[src/rtl/pwb_pkg.sv]
package pwb_pkg;
  typedef enum logic [1:0] {
    PH_IDLE = 2'd0,
    PH_FILL = 2'd1,
    PH_PROG = 2'd2
  } pwb_phase_e;
endpackage

[src/rtl/pwb_store.sv]
module pwb_store #(
  parameter int unsigned ADDR_W = 11,
  parameter int unsigned SLOT_W = 4,
  parameter int unsigned DATA_W = 8
) (
  input  logic                       clk,
  input  logic                       rst_n,
  input  logic                       load,
  input  logic [ADDR_W-1:0]          load_addr,
  input  logic                       wr_en,
  input  logic [DATA_W-1:0]          wr_data,
  input  logic                       clear,
  input  logic [SLOT_W-1:0]          rd_slot,
  output logic [ADDR_W-SLOT_W-1:0]   page_q,
  output logic [(1<<SLOT_W)-1:0]     mask_q,
  output logic [DATA_W-1:0]          rd_data
);
  localparam int unsigned SLOTS = 1 << SLOT_W;

  function automatic logic [SLOT_W-1:0] slot_after(input logic [SLOT_W-1:0] s);
    return s + SLOT_W'(1);
  endfunction

  function automatic logic [ADDR_W-SLOT_W-1:0] page_part(input logic [ADDR_W-1:0] a);
    return a[ADDR_W-1:SLOT_W];
  endfunction

  logic [SLOT_W-1:0] ptr_q;
  logic [DATA_W-1:0] slot_q [SLOTS];

  always_ff @(posedge clk or negedge rst_n) begin
    if (!rst_n) begin
      ptr_q  <= '0;
      page_q <= '0;
    end else if (load) begin
      ptr_q  <= load_addr[SLOT_W-1:0];
      page_q <= page_part(load_addr);
    end else if (wr_en) begin
      ptr_q  <= slot_after(ptr_q);
    end
  end

  for (genvar g = 0; g < SLOTS; g++) begin : g_slot
    logic hit;
    assign hit = wr_en && (ptr_q == SLOT_W'(g));
    always_ff @(posedge clk or negedge rst_n) begin
      if (!rst_n) begin
        slot_q[g] <= '0;
        mask_q[g] <= 1'b0;
      end else begin
        if (hit) slot_q[g] <= wr_data;
        if (clear) mask_q[g] <= 1'b0;
        else if (hit) mask_q[g] <= 1'b1;
      end
    end
  end

  assign rd_data = slot_q[rd_slot];


  slot_mark_chk: assert property (@(posedge clk) disable iff (!rst_n)
    (wr_en && !clear) |=> mask_q[$past(ptr_q)]);
endmodule

[src/rtl/pwb_timer.sv]
module pwb_timer #(
  parameter int unsigned PROG_CYCLES = 100000,
  parameter int unsigned CNT_W = $clog2(PROG_CYCLES + 1)
) (
  input  logic             clk,
  input  logic             rst_n,
  input  logic             launch,
  input  logic             run,
  output logic [CNT_W-1:0] cnt_q,
  output logic             done
);
  assign done = run && (cnt_q == CNT_W'(PROG_CYCLES - 1));

  always_ff @(posedge clk or negedge rst_n) begin
    if (!rst_n)      cnt_q <= '0;
    else if (launch) cnt_q <= '0;
    else if (done)   cnt_q <= '0;
    else if (run)    cnt_q <= cnt_q + CNT_W'(1);
  end


  cnt_bound_chk: assert property (@(posedge clk) disable iff (!rst_n)
    run |-> (cnt_q < CNT_W'(PROG_CYCLES)));


  launch_zero_chk: assert property (@(posedge clk) disable iff (!rst_n)
    launch |=> (cnt_q == '0));
endmodule

[src/rtl/page_write_buffer.sv]
module page_write_buffer #(
  parameter int unsigned ADDR_W      = 11,
  parameter int unsigned SLOT_W      = 4,
  parameter int unsigned DATA_W      = 8,
  parameter int unsigned PROG_CYCLES = 100000
) (
  input  logic              clk,
  input  logic              rst_n,
  input  logic [ADDR_W-1:0] start_addr,
  input  logic              addr_load,
  input  logic              byte_valid,
  input  logic [DATA_W-1:0] byte_data,
  input  logic              start_evt,
  input  logic              stop_evt,
  input  logic              wp,
  output logic              busy,
  output logic              arr_we,
  output logic [ADDR_W-1:0] arr_addr,
  output logic [DATA_W-1:0] arr_data
);
  import pwb_pkg::*;

  localparam int unsigned SLOTS = 1 << SLOT_W;
  localparam int unsigned CNT_W = $clog2(PROG_CYCLES + 1);

  pwb_phase_e phase_q;
  logic [CNT_W-1:0]        cnt;
  logic [ADDR_W-SLOT_W-1:0] page;
  logic [SLOTS-1:0]        mask;
  logic [SLOT_W-1:0]       scan_slot;
  logic [DATA_W-1:0]       scan_data;

  // named internal events
  logic idle_ok, take_start, take_stop, take_addr;
  logic accept_byte, launch_prog, drop_buf, prog_done, store_clear, in_scan;

  assign busy        = (phase_q == PH_PROG);
  assign idle_ok     = !busy;
  assign take_start  = idle_ok && start_evt;
  assign take_stop   = idle_ok && !start_evt && stop_evt;
  assign take_addr   = idle_ok && !start_evt && !stop_evt && addr_load;
  assign accept_byte = idle_ok && (phase_q == PH_FILL) && !start_evt
                       && !stop_evt && !addr_load && byte_valid;
  assign launch_prog = take_stop && (phase_q == PH_FILL) && (|mask) && !wp;
  assign drop_buf    = take_start || (take_stop && !launch_prog);
  assign store_clear = drop_buf || take_addr || prog_done;

  always_ff @(posedge clk or negedge rst_n) begin
    if (!rst_n) phase_q <= PH_IDLE;
    else if (busy) begin
      if (prog_done) phase_q <= PH_IDLE;
    end
    else if (launch_prog) phase_q <= PH_PROG;
    else if (drop_buf)    phase_q <= PH_IDLE;
    else if (take_addr)   phase_q <= PH_FILL;
  end

  pwb_store #(.ADDR_W(ADDR_W), .SLOT_W(SLOT_W), .DATA_W(DATA_W)) u_store (
    .clk(clk), .rst_n(rst_n),
    .load(take_addr), .load_addr(start_addr),
    .wr_en(accept_byte), .wr_data(byte_data),
    .clear(store_clear), .rd_slot(scan_slot),
    .page_q(page), .mask_q(mask), .rd_data(scan_data)
  );

  pwb_timer #(.PROG_CYCLES(PROG_CYCLES), .CNT_W(CNT_W)) u_timer (
    .clk(clk), .rst_n(rst_n),
    .launch(launch_prog), .run(busy),
    .cnt_q(cnt), .done(prog_done)
  );

  assign scan_slot = cnt[SLOT_W-1:0];
  assign in_scan   = busy && (cnt < CNT_W'(SLOTS));
  assign arr_we    = in_scan && mask[scan_slot];
  assign arr_addr  = {page, scan_slot};
  assign arr_data  = scan_data;


  wp_gate_chk: assert property (@(posedge clk) disable iff (!rst_n)
    $rose(busy) |-> $past(!wp && stop_evt));


  ascend_chk: assert property (@(posedge clk) disable iff (!rst_n)
    (arr_we && $past(arr_we)) |-> (arr_addr[SLOT_W-1:0] > $past(arr_addr[SLOT_W-1:0])));


  we_in_window_chk: assert property (@(posedge clk) disable iff (!rst_n)
    arr_we |-> busy);


  busy_hold_chk: assert property (@(posedge clk) disable iff (!rst_n)
    (busy && !prog_done) |=> ($stable(mask) && $stable(page) && busy));


  release_clear_chk: assert property (@(posedge clk) disable iff (!rst_n)
    $fell(busy) |-> (mask == '0));
endmodule

[config.mk]
export PLATFORM = sky130hd
export DESIGN_NAME = page_write_buffer
export DESIGN_NICKNAME = d
export VERILOG_FILES = /design/src/rtl/pwb_pkg.sv /design/src/rtl/pwb_store.sv /design/src/rtl/pwb_timer.sv /design/src/rtl/page_write_buffer.sv
export SDC_FILE = /design/constraint.sdc
export NUM_CORES = 1
export LEC_CHECK = 0
export ABC_AREA = 1
export BUFFER_PORTS_ARGS = -buffer_cell sky130_fd_sc_hd__buf_2
export CORE_MARGIN = 8
export CORE_UTILIZATION = 30
export CTS_CLUSTER_SIZE = 24
export DETAILED_ROUTE_END_ITERATION = 8
export PLACE_DENSITY = 0.5
export SYNTH_ARGS = -nofsm -noshare
export SYNTH_HDL_FRONTEND = slang
export SYNTH_SLANG_ARGS = --single-unit
[constraint.sdc]
create_clock -name clk -period 2.1 [get_ports clk]
set_input_delay 0.105 -clock clk [delete_from_list [all_inputs] [get_ports clk]]
set_output_delay 0.105 -clock clk [all_outputs]
set_load 0.02 [all_outputs]
# ---- Word-level counts from Yosys, hierarchy flattened
# Cells that the tools add are included.
dict set report totals {
  wordCells 172
  output_inout_bits 21
  ff_bits 174
  in_bits 26
}
dict set report classes {
  n_lt_le_gt_ge 3
  n_reduce_logical 64
  n_eq_ne 19
  mux 47
  n_bitwise 1
  add_sub_neg 2
}
# cell n
set ops {}
lappend ops {{$mux W17} 3}
lappend ops {{$reduce_bool A2 Y1} 17}
lappend ops {{$logic_and A1 B1 Y1} 33}
lappend ops {{$mux W1} 33}
lappend ops {{$bmux W8 S4} 1}
lappend ops {{$eq A4 B4 Y1 const B} 8}
lappend ops {{$add A17 B1 Y17 const B} 1}
lappend ops {{$eq A17 B17 Y1 const B} 1}
lappend ops {{$lt A17 B5 Y1 const B} 1}
lappend ops {{$eq A4 B3 Y1 const B} 4}
lappend ops {{$mux W8} 2}
lappend ops {{$reduce_or A16 Y1} 1}
lappend ops {{$mux W2} 5}
lappend ops {{$eq A4 B2 Y1 const B} 2}
lappend ops {{$mux W4} 2}
lappend ops {{$logic_not A1 Y1} 6}
lappend ops {{$ge A5 B5 Y1 const B} 1}
lappend ops {{$lt A4 B5 Y1 const B} 1}
lappend ops {{$not A4 Y5} 1}
lappend ops {{$add A4 B1 Y4 const B} 1}
lappend ops {{$bmux W1 S4} 1}
lappend ops {{$eq A4 B1 Y1 const B} 1}
lappend ops {{$logic_not A4 Y1} 1}
lappend ops {{$reduce_bool A4 Y1} 1}
lappend ops {{other kinds (6)} 8}

# ---- Depth between registers and ports, before layout
dict set report depth {
  word_depth 13
  mapped_depth 11
  ltp_nobuf 10
}

# ---- By module
# Synthesis repeated with hierarchy kept, for this count alone.
dict set report unflattened {
  cells_unflattened 1184
  hier_area_um2 8861.0
}
# mod seq_area_each_um2 n_inst area_per_inst_um2 cells_per_inst
set by_module_without_submodules {}
lappend by_module_without_submodules {pwb_store 3878.7 1 7304.5 943}
lappend by_module_without_submodules {pwb_timer 425.4 1 1059.8 145}
lappend by_module_without_submodules {page_write_buffer 50.0 1 496.7 96}

# ---- Least setup slack after synthesis
# Ideal clock, no wire load.
dict set report synth_timing {
  path_type {register -> output}
  startpoint {register u_timer.cnt_q[1]}
  endpoint {output port arr_we}
  path_slack_ns 0.527
  stages_incl_launch_ff 10
  arrival_time_ns 1.468
  t_required_ns 1.995
  n_path_buf 2
  path_cell_list {dfrtp_1 > buf_2 > inv_1 > clkbuf_1 > a21oi_1 > o21ai_0 > o21ai_0 > nand2_1 > nand3_1 > nor2_1}
}
dict set report synth_between {
  elab_chain_cells 3
  elab_cells_between_ends 5
  classes_between {order compare (1); mux (2); reduce/logical (2)}
}
# item line_no
set synth_rtl {}
lappend synth_rtl {{start: declaration} pwb_timer.sv:9} ;# output logic [CNT_W-1:0] cnt_q,
lappend synth_rtl {{start signal: assignment} pwb_timer.sv:18} ;# else if (run) cnt_q <= cnt_q + CNT_W'(1);
lappend synth_rtl {{$lt A17 B5 Y1 or $bmux W1 S4 (tied branches)} {page_write_buffer.sv:73, page_write_buffer.sv:74}}
lappend synth_rtl {{$logic_and A1 B1 Y1 or $mux W1 (tied branches)} {page_write_buffer.sv:73, page_write_buffer.sv:74}}
lappend synth_rtl {{$logic_and A1 B1 Y1 (*)} page_write_buffer.sv:74} ;# assign arr_we = in_scan && mask[scan_slot];
lappend synth_rtl {{end: declaration} page_write_buffer.sv:17} ;# output logic arr_we,
# Mark *: on every way between the ends. The rest lies on a longest branch, timed or not. The select of a mux whose other input is x is not followed.

# ---- Worst setup path after layout
dict set report layout_timing {
  startpoint {register u_timer.cnt_q[0]}
  endpoint {output port arr_data[4]}
}
dict set report layout_between {
  elab_chain_cells 4
}
# item line_no
set layout_rtl {}
lappend layout_rtl {{$not A4 Y5 (implied by the code)} pwb_store.sv:58} ;# assign rd_data = slot_q[rd_slot];
lappend layout_rtl {{$bmux W8 S4} pwb_store.sv:58}
lappend layout_rtl {{$mux W8 (implied by the code) (2 in a row)} pwb_store.sv:58}
lappend layout_rtl {{end: declaration} page_write_buffer.sv:19} ;# output logic [DATA_W-1:0] arr_data
# No other way between the ends. The select of a mux whose other input is x is not followed.

==> metrics.yaml <==
run_status:
  status: "finished with violations"
  violations: "negative setup slack"
timing:
  setup_viol: 5
  setup_slack_ns: -0.0347
  finalHoldViolCount: 0
  fin_crit_sh: 1.02
  max_freq_ghz: 0.468
  hold_slack_ns: 0.0919
  layout_min_cycle_time_ns: 2.13
  finalMaxSlewViolations: 0
  slew_headroom: 0.622
  clock_skew_ns: 0.0122
  tightest_slew_ns: 0.566
  rsz0062_at_grt: "yes"
power_and_ir_drop:
  swShare: 0.276
  pwr-share-comb: 0.106
  peakVddDrop_mv: 0.512
  pwr-share-seq: 0.485
  leakage_nw: 4.70
  p_clk_frac: 0.409
  p_int_mw: 5.29
  powerDensity_mw_per_mm2: 699
  power.switching_mw: 2.02
final_layout:
  drive_gt1_frac: 0.159
  num_antenna_cells: 0
  nets: 1136
  fillCellCount: 2884
  area_growth_pct: 23.1
worst_setup_path:
  critPathLaunchType: "register"
  required_ns: 2.00
  cp_slowest_cell: "dfrtp_2"
  r2r_cells: 9
  path_class: "register to output port"
  cp_cell_sequence: "clkinvlp_4 -> buf_12 -> clkbuf_16 -> nor2_4 -> o211ai_1 -> nand3_1 -> nand3_2 -> buf_6"
  path_max_fanout: 8
  max_stage_delay_ns: 0.46
  cp.arrival_ns: 2.03
  crit_path_end_kind: "output port"
yosys:
  ys_seq_area_frac: 0.513
  synth.distinct_cells: 36
  synthArstFlopShare: 1.00
  ys_seq_elements: 174
  synth_commonest_cells: "250 x nand2_1, 188 x o21ai_0, 174 x dfrtp_1"
  synth_area_leaders: "dfrtp_1 51%, o21ai_0 11%, nand2_1 11%"
  synth_most_common_cell: "nand2_1"
  synth_top_flop_cell: "dfrtp_1"
  synth_top_area_frac: 0.513
  synthesis.area_mm2: 0.00849
  synthesis.nets: 1066
  syn_area_per_cell_um2: 8.21
  synth_edf_count: 0
  yosys.area.top_type: "dfrtp_1"
  syn_inst: 1035
  yosysWarnings: 0
worst_hold_path:
  hold_path_class: "input pin to register"
  min_path_cells: 6
drt:
  drt_iter0_drc: 688
  via_per_inst: 4.97
  num_vias: 7420
  remaining_drc_errors: 0
  routed_wl_um: 26900
  wire_per_inst_um: 18.0
  dr.pass1.iters: 5
  ant_nets: 0
floorplanning:
  die_area_mm2: 0.0339
  fp.dieH_um: 184
  core_mm2: 0.0279
  die_x_um: 184
  floorplan.initialDensity: 0.305
  io_pins: 47
  placementRows: 61
clocking:
  clock_path_buffers: 2
  clk_pin_slew_ns: 0.07
  cts_buffers: 17
  root_buffer: "clkbuf_16"
  h-tree-depth: 4
  clock-sinks: 174
  tritoncts: "built"
  clk_latency_ns: 0.44
global_route:
  grt_overflow_total: 0
  grt_pass1_wl_um: 41100
  first_global_vias: 7226
  grt_start_max_net_pins: 56
  grt.total_usage: 0.156
  antenna_found_initial: 0
placement:
  dpl_worst_slack_ns: 0.300
  io_buffers: 46
  gp_congestion: 0.868
  hpwlAfterDp_um: 16800
run:
  drv_cap: 0
-- worst paths after layout --
kind | from | to | slack, ns
worst max-delay path | u_timer.cnt_q[0] | arr_data[4] | -0.03
worst min-delay path | addr_load | phase_q[0] | 0.09
worst max register to register | u_timer.cnt_q[0] | u_store.mask_q[4] | 0.16
worst min register to register | u_store.slot_q[45] | u_store.slot_q[45] | 0.48
max in group asynchronous | rst_n | u_timer.cnt_q[0] | 1.25
min in group asynchronous | rst_n | phase_q[0] | 0.14
-- layout by cell type (no fill, tap or decap), drive strengths merged, types with 3 or more instances in the layout --
cell type / instances
nand2: 253
o21ai: 192
dfrtp: 174
nor2: 119
buf: 88
inv: 69
nand3: 48
o211ai: 26
clkbuf: 24
a21oi: 23
dlygate4sd3: 20
nand4: 17
o22ai: 17
o21a: 16
nor3: 8
clkinv: 7
ha: 5
clkinvlp: 3
xor2: 3
-- state kept, by name, indices dropped and copies added (netlist names) --
register and count:
u_store.page_q 7, phase_q 2, u_timer.cnt_q 17, u_store.ptr_q 4, u_store.slot_q 128, u_store.mask_q 16
-- cells by family after synthesis --
kind of cell    count (synthesis)  synth area share
compound gates                276             0.178
flops                         174             0.513
simple gates                  447             0.232
xor+xnor                        3           0.00309
fa+ha+maj                       5           0.00737
buf+inv                       130            0.0663
-- power groups by stage --
| stage | Combinational (mW) | Sequential (mW) | Clock, mW |
|---|---|---|---|
| 6_report | 0.775 | 3.54 | 2.99 |
| 5_1_grt | 0.863 | 3.56 | 3.18 |
| 4_1_cts | 0.738 | 3.54 | 3.04 |
| 3_5_place_dp | 0.686 | 3.60 | 0 |
| 3_3_place_gp | 0.684 | 3.60 | 0 |
| 2_1_floorplan | 0.389 | 3.61 | 0 |
-- stage by stage --
| step | setup TNS, ns | power, mW | cell area, um2 | std cells | util |
|---|---|---|---|---|---|
| final | -0.118 | 7.30 | 10500 | 1494 | 0.375 |
| after global routing | -0.666 | 7.60 | 10500 | 1494 | 0.375 |
| after CTS | -0.183 | 7.32 | 10100 | 1483 | 0.362 |
| after detailed placement | 0 | 4.29 | 9210 | 1430 | 0.331 |
| after global placement | 0 | 4.28 | 9210 | 1430 | 0.331 |
| after floorplan | 0 | 4.00 | 8490 | 1035 | - |
-- worst max-delay path: cells and delay by family, from the launching register on --
kind                   cells  cell delay [ns]
buffers and inverters      4             0.56
and+or+nand+nor            3             0.32
AOI/OAI and AO/OA          1             0.26
DFF                        1             0.46
-- metal layers --
layer,wire length [um],global-route usage,vias up,share of wire
li1,-,-,3584,-
met4,238,0.0336,0,0.0088
met2,12200,0.248,164,0.46
met5,0,0,-,0
met3,1340,0.0258,22,0.050
met1,13100,0.219,3650,0.49
-- timing repair --
action                                  in CTS  in global routing
setup buffers                                2                  4
hold buffers                                20                  0
pin swaps                                    3                 24
gates resized for setup                     30                 55
endpoints found under the setup margin       9                  9
cloned                                       1                  8
hold endpoints to repair                   149                  0
-- area by class of cell --
type	count	area, um2	share of cell area
inverter	67	258	0.0247
multi-input combinational	731	3740	0.358
timing repair buffer	114	1090	0.105
sequential	174	4360	0.417
clock inverter	12	104	0.00994
tap	378	473	0.0452
clock buffer	18	429	0.0411
Note: power is estimated with default switching activity, not from simulation.
